===== config.mk =====
export PLATFORM = sky130hd
export DESIGN_NAME = dside_xfer_classifier
export DESIGN_NICKNAME = d
export VERILOG_FILES = /design/src/rtl/ctc_pkg.sv /design/src/rtl/ctc_decode.sv /design/src/rtl/ctc_addr_stage.sv /design/src/rtl/ctc_resp_gate.sv /design/src/rtl/dside_xfer_classifier.sv
export SDC_FILE = /design/constraint.sdc
export NUM_CORES = 1
export LEC_CHECK = 0
export ABC_AREA = 1
export BUFFER_PORTS_ARGS = -buffer_cell sky130_fd_sc_hd__buf_2
export CAP_MARGIN = 20
export CORE_AREA = 2 2 52 54
export CTS_CLUSTER_SIZE = 16
export DETAILED_ROUTE_END_ITERATION = 10
export DIE_AREA = 0 0 54 56
export HOLD_SLACK_MARGIN = 0.12
export PLACE_DENSITY = 0.82
export SYNTH_ARGS = -nofsm -noshare
export SYNTH_HDL_FRONTEND = slang
export SYNTH_SLANG_ARGS = --single-unit

===== constraint.sdc =====
create_clock -name clk -period 1.9 [get_ports clk]
set_input_delay 0.285 -clock clk [delete_from_list [all_inputs] [get_ports clk]]
set_output_delay 0.285 -clock clk [all_outputs]
set_load 0.01 [all_outputs]

===== src/rtl/ctc_pkg.sv =====
package ctc_pkg;

  localparam int unsigned NUM_WIN     = 2;
  localparam int unsigned EV_RD       = 0;
  localparam int unsigned EV_WR       = 1;
  localparam int unsigned EV_SINGLE   = 2;
  localparam int unsigned EV_FILL     = 3;
  localparam int unsigned EV_WB_HALF  = 4;
  localparam int unsigned EV_WB_FULL  = 5;
  localparam int unsigned EV_WALK_D   = 6;
  localparam int unsigned EV_WALK_I   = 7;
  localparam int unsigned EV_WIN_BASE = 8;
  localparam int unsigned EVT_W       = EV_WIN_BASE + 2 * NUM_WIN;

  typedef logic [EVT_W-1:0] evt_vec_t;

  typedef enum logic [1:0] {
    TR_IDLE = 2'b00,
    TR_BUSY = 2'b01,
    TR_NSEQ = 2'b10,
    TR_SEQ  = 2'b11
  } trans_e;

  typedef enum logic [2:0] {
    BU_SINGLE = 3'd0,
    BU_INCR   = 3'd1,
    BU_WRAP4  = 3'd2,
    BU_INCR4  = 3'd3,
    BU_WRAP8  = 3'd4,
    BU_INCR8  = 3'd5,
    BU_WRAP16 = 3'd6,
    BU_INCR16 = 3'd7
  } burst_e;

  typedef enum logic [1:0] {
    RS_OKAY  = 2'b00,
    RS_ERROR = 2'b01,
    RS_RETRY = 2'b10,
    RS_SPLIT = 2'b11
  } resp_e;

endpackage


===== src/rtl/ctc_decode.sv =====
module ctc_decode
  import ctc_pkg::*;
#(
  parameter int unsigned                   ADDR_W          = 32,
  parameter logic [3:0]                    PROT_MATCH      = 4'b1111,
  parameter int unsigned                   HALF_LINE_BYTES = 16,
  parameter logic [NUM_WIN*ADDR_W-1:0]     WIN_BASES       = {32'h4001_0000, 32'h4000_0000},
  parameter logic [ADDR_W-1:0]             WIN_MASK        = 32'hFFFF_0000
) (
  input  logic [1:0]        htrans,
  input  logic [2:0]        hburst,
  input  logic              hwrite,
  input  logic [3:0]        hprot,
  input  logic [ADDR_W-1:0] haddr,
  input  logic              align_en,
  output logic              active,
  output evt_vec_t          cls
);

  localparam int unsigned ALIGN_LSB = $clog2(HALF_LINE_BYTES);

  trans_e tr;
  burst_e bu;
  logic   first_beat;
  logic   prot_full;
  logic   prot_walk;
  logic   aligned;
  logic   half_ok;
  logic [NUM_WIN-1:0]   win_hit;
  logic [2*NUM_WIN-1:0] win_evt;

  assign tr         = trans_e'(htrans);
  assign bu         = burst_e'(hburst);
  assign active     = (tr == TR_NSEQ) || (tr == TR_SEQ);
  assign first_beat = (tr == TR_NSEQ);
  assign prot_full  = (hprot == PROT_MATCH);
  assign prot_walk  = (hprot[3:1] == PROT_MATCH[3:1]);
  assign aligned    = (haddr[ALIGN_LSB-1:0] == '0);
  assign half_ok    = !align_en || aligned;

  // one address window comparator per bridge, read and write split
  for (genvar g = 0; g < NUM_WIN; g++) begin : g_win
    assign win_hit[g]         = ((haddr & WIN_MASK) == WIN_BASES[g*ADDR_W +: ADDR_W]);
    assign win_evt[2*g]       = win_hit[g] && !hwrite;
    assign win_evt[2*g + 1]   = win_hit[g] &&  hwrite;
  end

  always_comb begin
    cls = '0;
    if (active) begin
      cls[EV_RD] = !hwrite;
      cls[EV_WR] =  hwrite;
      cls[EV_WIN_BASE +: 2*NUM_WIN] = win_evt;
      if (first_beat) begin
        cls[EV_SINGLE]  = (bu == BU_SINGLE);
        cls[EV_FILL]    = !hwrite && (bu == BU_WRAP8);
        cls[EV_WB_HALF] =  hwrite && (bu == BU_INCR4) && prot_full && half_ok;
        cls[EV_WB_FULL] =  hwrite && (bu == BU_INCR8) && prot_full;
        cls[EV_WALK_D]  = !hwrite && (bu == BU_SINGLE) && prot_walk &&  hprot[0];
        cls[EV_WALK_I]  = !hwrite && (bu == BU_SINGLE) && prot_walk && !hprot[0];
      end
    end
  end

endmodule


===== src/rtl/ctc_addr_stage.sv =====
module ctc_addr_stage
  import ctc_pkg::*;
(
  input  logic     clk,
  input  logic     rst_n,
  input  logic     hready,
  input  logic     active,
  input  evt_vec_t cls,
  output logic     pend_vld,
  output evt_vec_t pend_cls
);

  logic     load_en;
  logic     vld_d, vld_q;
  evt_vec_t cls_d, cls_q;

  // an address phase is accepted only on a ready edge
  assign load_en = hready;

  always_comb begin
    vld_d = active;
    cls_d = active ? cls : '0;
  end

  always_ff @(posedge clk or negedge rst_n) begin
    if (!rst_n) begin
      vld_q <= 1'b0;
      cls_q <= '0;
    end else if (load_en) begin
      vld_q <= vld_d;
      cls_q <= cls_d;
    end
  end

  assign pend_vld = vld_q;
  assign pend_cls = cls_q;

  assert_hold_in_wait_R8: assert property (@(posedge clk) disable iff (!rst_n)
    !hready |=> ($stable(pend_vld) && $stable(pend_cls)));

  assert_idle_not_pending_R10: assert property (@(posedge clk) disable iff (!rst_n)
    (hready && !active) |=> !pend_vld);

endmodule


===== src/rtl/ctc_resp_gate.sv =====
module ctc_resp_gate
  import ctc_pkg::*;
(
  input  logic       clk,
  input  logic       rst_n,
  input  logic       hready,
  input  logic [1:0] hresp,
  input  logic       pend_vld,
  input  evt_vec_t   pend_cls,
  output evt_vec_t   evt
);

  resp_e    rs;
  logic     resp_counts;
  logic     done;
  evt_vec_t evt_d, evt_q;

  assign rs          = resp_e'(hresp);
  assign resp_counts = (rs == RS_OKAY) || (rs == RS_ERROR);
  assign done        = pend_vld && hready && resp_counts;

  always_comb begin
    evt_d = done ? pend_cls : '0;
  end

  always_ff @(posedge clk or negedge rst_n) begin
    if (!rst_n) evt_q <= '0;
    else        evt_q <= evt_d;
  end

  assign evt = evt_q;

  assert_strobe_needs_completion_R8: assert property (@(posedge clk) disable iff (!rst_n)
    (|evt) |-> ($past(hready) && (($past(hresp) == 2'b00) || ($past(hresp) == 2'b01))));

  assert_no_strobe_after_wait_R9: assert property (@(posedge clk) disable iff (!rst_n)
    !hready |=> (evt == '0));

endmodule


===== src/rtl/dside_xfer_classifier.sv =====
module dside_xfer_classifier
  import ctc_pkg::*;
#(
  parameter int unsigned       ADDR_W          = 32,
  parameter logic [3:0]        PROT_MATCH      = 4'b1111,
  parameter int unsigned       HALF_LINE_BYTES = 16,
  parameter logic [ADDR_W-1:0] WIN0_BASE       = 32'h4000_0000,
  parameter logic [ADDR_W-1:0] WIN1_BASE       = 32'h4001_0000,
  parameter logic [ADDR_W-1:0] WIN_MASK        = 32'hFFFF_0000
) (
  input  logic              clk,
  input  logic              rst_n,
  input  logic [1:0]        htrans_i,
  input  logic [2:0]        hburst_i,
  input  logic              hwrite_i,
  input  logic [3:0]        hprot_i,
  input  logic [ADDR_W-1:0] haddr_i,
  input  logic              hready_i,
  input  logic [1:0]        hresp_i,
  input  logic              align_chk_en_i,
  output logic [11:0]       evt_o
);

  localparam logic [NUM_WIN*ADDR_W-1:0] WIN_BASES = {WIN1_BASE, WIN0_BASE};

  logic [1:0] rst_pipe;
  logic       rst_n_s;
  logic       active;
  evt_vec_t   cls;
  logic       pend_vld;
  evt_vec_t   pend_cls;
  evt_vec_t   evt;

  // asynchronous assertion, synchronous release
  always_ff @(posedge clk or negedge rst_n) begin
    if (!rst_n) rst_pipe <= 2'b00;
    else        rst_pipe <= {rst_pipe[0], 1'b1};
  end
  assign rst_n_s = rst_pipe[1];

  ctc_decode #(
    .ADDR_W          (ADDR_W),
    .PROT_MATCH      (PROT_MATCH),
    .HALF_LINE_BYTES (HALF_LINE_BYTES),
    .WIN_BASES       (WIN_BASES),
    .WIN_MASK        (WIN_MASK)
  ) u_decode (
    .htrans   (htrans_i),
    .hburst   (hburst_i),
    .hwrite   (hwrite_i),
    .hprot    (hprot_i),
    .haddr    (haddr_i),
    .align_en (align_chk_en_i),
    .active   (active),
    .cls      (cls)
  );

  ctc_addr_stage u_addr (
    .clk      (clk),
    .rst_n    (rst_n_s),
    .hready   (hready_i),
    .active   (active),
    .cls      (cls),
    .pend_vld (pend_vld),
    .pend_cls (pend_cls)
  );

  ctc_resp_gate u_gate (
    .clk      (clk),
    .rst_n    (rst_n_s),
    .hready   (hready_i),
    .hresp    (hresp_i),
    .pend_vld (pend_vld),
    .pend_cls (pend_cls),
    .evt      (evt)
  );

  assign evt_o = evt;

  assert_fill_is_read_R1: assert property (@(posedge clk) disable iff (!rst_n_s)
    evt_o[EV_FILL] |-> (evt_o[EV_RD] && !evt_o[EV_WR]));

  assert_writeback_is_write_R4: assert property (@(posedge clk) disable iff (!rst_n_s)
    (evt_o[EV_WB_HALF] || evt_o[EV_WB_FULL]) |-> evt_o[EV_WR]);

  assert_class_exclusive_R5: assert property (@(posedge clk) disable iff (!rst_n_s)
    $onehot0(evt_o[EV_WALK_I:EV_FILL]));

  assert_walk_is_single_read_R6: assert property (@(posedge clk) disable iff (!rst_n_s)
    (evt_o[EV_WALK_D] || evt_o[EV_WALK_I]) |-> (evt_o[EV_SINGLE] && evt_o[EV_RD]));

  assert_dir_exclusive_R6: assert property (@(posedge clk) disable iff (!rst_n_s)
    !(evt_o[EV_RD] && evt_o[EV_WR]));

  assert_quiet_in_reset_R11: assert property (@(posedge clk)
    !rst_n_s |-> (evt_o == '0));

endmodule


==> out/results.ini <==
[layout]
finish.net_count=230
fill_cells=224
diodes=0
ff_latch_area_um2=676
syn_to_final_growth_pct=26.0
fin_area_um2=1420
post-route-util=0.584
multi_input_comb_area_um2=353
drive_gt1_frac=0.298

[setup_path]
cp_cell_sequence=buf_2
timing.reg2reg.setup_slack_ns=1.11
arrival_ns=0.84
slowest_stage=dfrtp_1
start_kind=register
crit_family=flip-flops
cpPeakStageDelay_ns=0.39
worst-path-max-fanout=1
crit_path_end_kind=primary output
critPathBufInv=1
required_ns=1.62
crit_type=register to primary output

[place]
place_area_um2=1380
dp_hpwl_mm=1.68
gp_congestion=0.819
port_buffers=46
pre_cts_ws_ns=0.851

[routing]
post_drt_via_cell_ratio=4.54
wl_per_cell_um=9.83
wirelength_mm=2.07
firstDrtPassIters=6
num_vias=957
drt.antenna.violating_nets=0
drc=0
drtIter0Drc=19

[clocking]
cts_tree=built
clk_pin_slew_ns=0.14
htreeDepth=1
insertion_delay_ns=0.32
cts_buffers=3
cts.sinks=27
cts_buffer_depth=2
cts_root_buf=clkbuf_4
ctsResizeCount=0

[timing]
timing.hold.ws_ns=0.196
clock.fmax_mhz=885
setup_viol_count_final=0
min_period_ns=1.13
rsz0062_at_grt=no
slew_violations=0
setup_slack_ns=0.770
final.setup_skew_ns=0.00946
period_share=0.595
final-hold-violation-count=0
setup_tns_ns=0

[pwr]
peakVddDrop_mv=0.342
sw_frac_of_total=0.236
seqPwrFrac=0.635
power_report.internal_total_mw=0.705
power.share.clock=0.262
p_switching_mw=0.218
pwr-share-comb=0.103
power_density_nw_per_um2=650
leakage_nw=0.788

[floorplan]
die-area_um2=3020
die_w_um=54
die_y_um=56
io_pins=60
start_util=0.463
row_count=18
core_um2=2430

[run_status]
status=finished, final reports clean

[logic_synthesis]
ys_warn_count=0
synth_edf_count=0
async_reset_ff_frac=1.00
yosysTopAreaCellShare=0.599
synth_largest_area_cell=dfrtp_1
synth_seq_cells=27
synthFlopType=dfrtp_1
yosysMostFrequentCell=nor2_1
syn_area_um2=1130
synthDistinctLibCells=14
synth_area_leaders=dfrtp_1 60%, nor2_1 11%, nand2_1 9.7%
synth_commonest_cells=32 x nor2_1, 29 x nand2_1, 27 x dfrtp_1
synth_area_per_cell_um2=8.61
seq_area_frac_synth=0.599
synthesis.nets=179
synthCells=131

[grt]
grt_pass1_vias=911
grt_max_degree=26
overflow=0
antenna_found_initial=0
grt_first_pass_wirelength_mm=3.57
grt_usage=0.159

[hold_path]
hold_class=input port to register

[run]
drv_cap=0

[metrics by stage]
step                      power, mW  cells
after floorplan               0.645    131
after global placement        0.688    206
after detailed placement      0.692    206
after CTS                     0.933    211
after global routing          0.974    211
final                         0.923    211
[sequential cells by signal, summed over array words and instances (netlist names)]
name,cells
u_gate.evt,12
u_addr.pend_cls,12
u_addr.pend_vld,1
rst_pipe,2
[what timing repair did]
item                       4_1_cts  5_1_grt
hold endpoints to repair         2        0
hold buffers                     1        0
setup buffers                    0        0
setup endpoints to repair        0        0
[worst register-to-register path, cell delays in order, from the launching register on]
cell and delay (ns):
dfrtp_1 0.41, nand2_2 0.19, nor2_1 0.08
[power groups by stage]
stage               logic [mW]  registers [mW]  clock network [mW]
floorplan               0.0403           0.605                   0
global placement        0.0907           0.597                   0
detailed placement      0.0944           0.598                   0
CTS                     0.0962           0.587               0.250
global route             0.110           0.588               0.275
finish                  0.0949           0.586               0.242
[logic make-up after synthesis]
family                 count (synthesis)  synth area share
and+or+nand+nor                       78             0.287
other                                  1           0.00333
AOI/OAI and AO/OA                      4            0.0222
buffers and inverters                 21            0.0877
DFF                                   27             0.599
[placed cells by master, fill, tap and decap left out, types with 2 or more instances in the layout]
cell / n
buf_2: 46
nor2_1: 32
nand2_1: 29
dfrtp_1: 27
inv_1: 18
nand3_1: 11
o22ai_1: 4
clkbuf_4: 3
nor3_1: 2
[routing by layer]
layer  track usage  vias up  wire length (um)
li1              -      498                 -
met1         0.181      422               844
met2         0.275       33              1050
met3        0.0323        4               133
met4        0.0750        0                42
met5             0        -                 0
[final cells by class]
| cell class | instances | area share |
|---|---|---|
| clock buffers | 3 | 0.0159 |
| clock inverters | 1 | 0.00529 |
| inverters | 19 | 0.0537 |
| multi-input cells | 83 | 0.248 |
| flip-flops and latches | 27 | 0.476 |
| well taps | 30 | 0.0264 |
| repair buffers | 48 | 0.174 |
[path summary, 6_finish.rpt]
kind / from / to / depth (start not counted)
min in group asynchronous: rst_pipe[1] / u_gate.evt[6] / 1
max reg2reg: u_addr.pend_vld / u_gate.evt[0] / 2
max in group asynchronous: rst_pipe[1] / u_gate.evt[10] / 1
min reg2reg: rst_pipe[1] / u_gate.evt[6] / 1
max: u_gate.evt[0] / evt_o[0] / 1
min: hwrite_i / u_addr.pend_cls[0] / 2
Note: power is estimated with default switching activity, not from simulation.
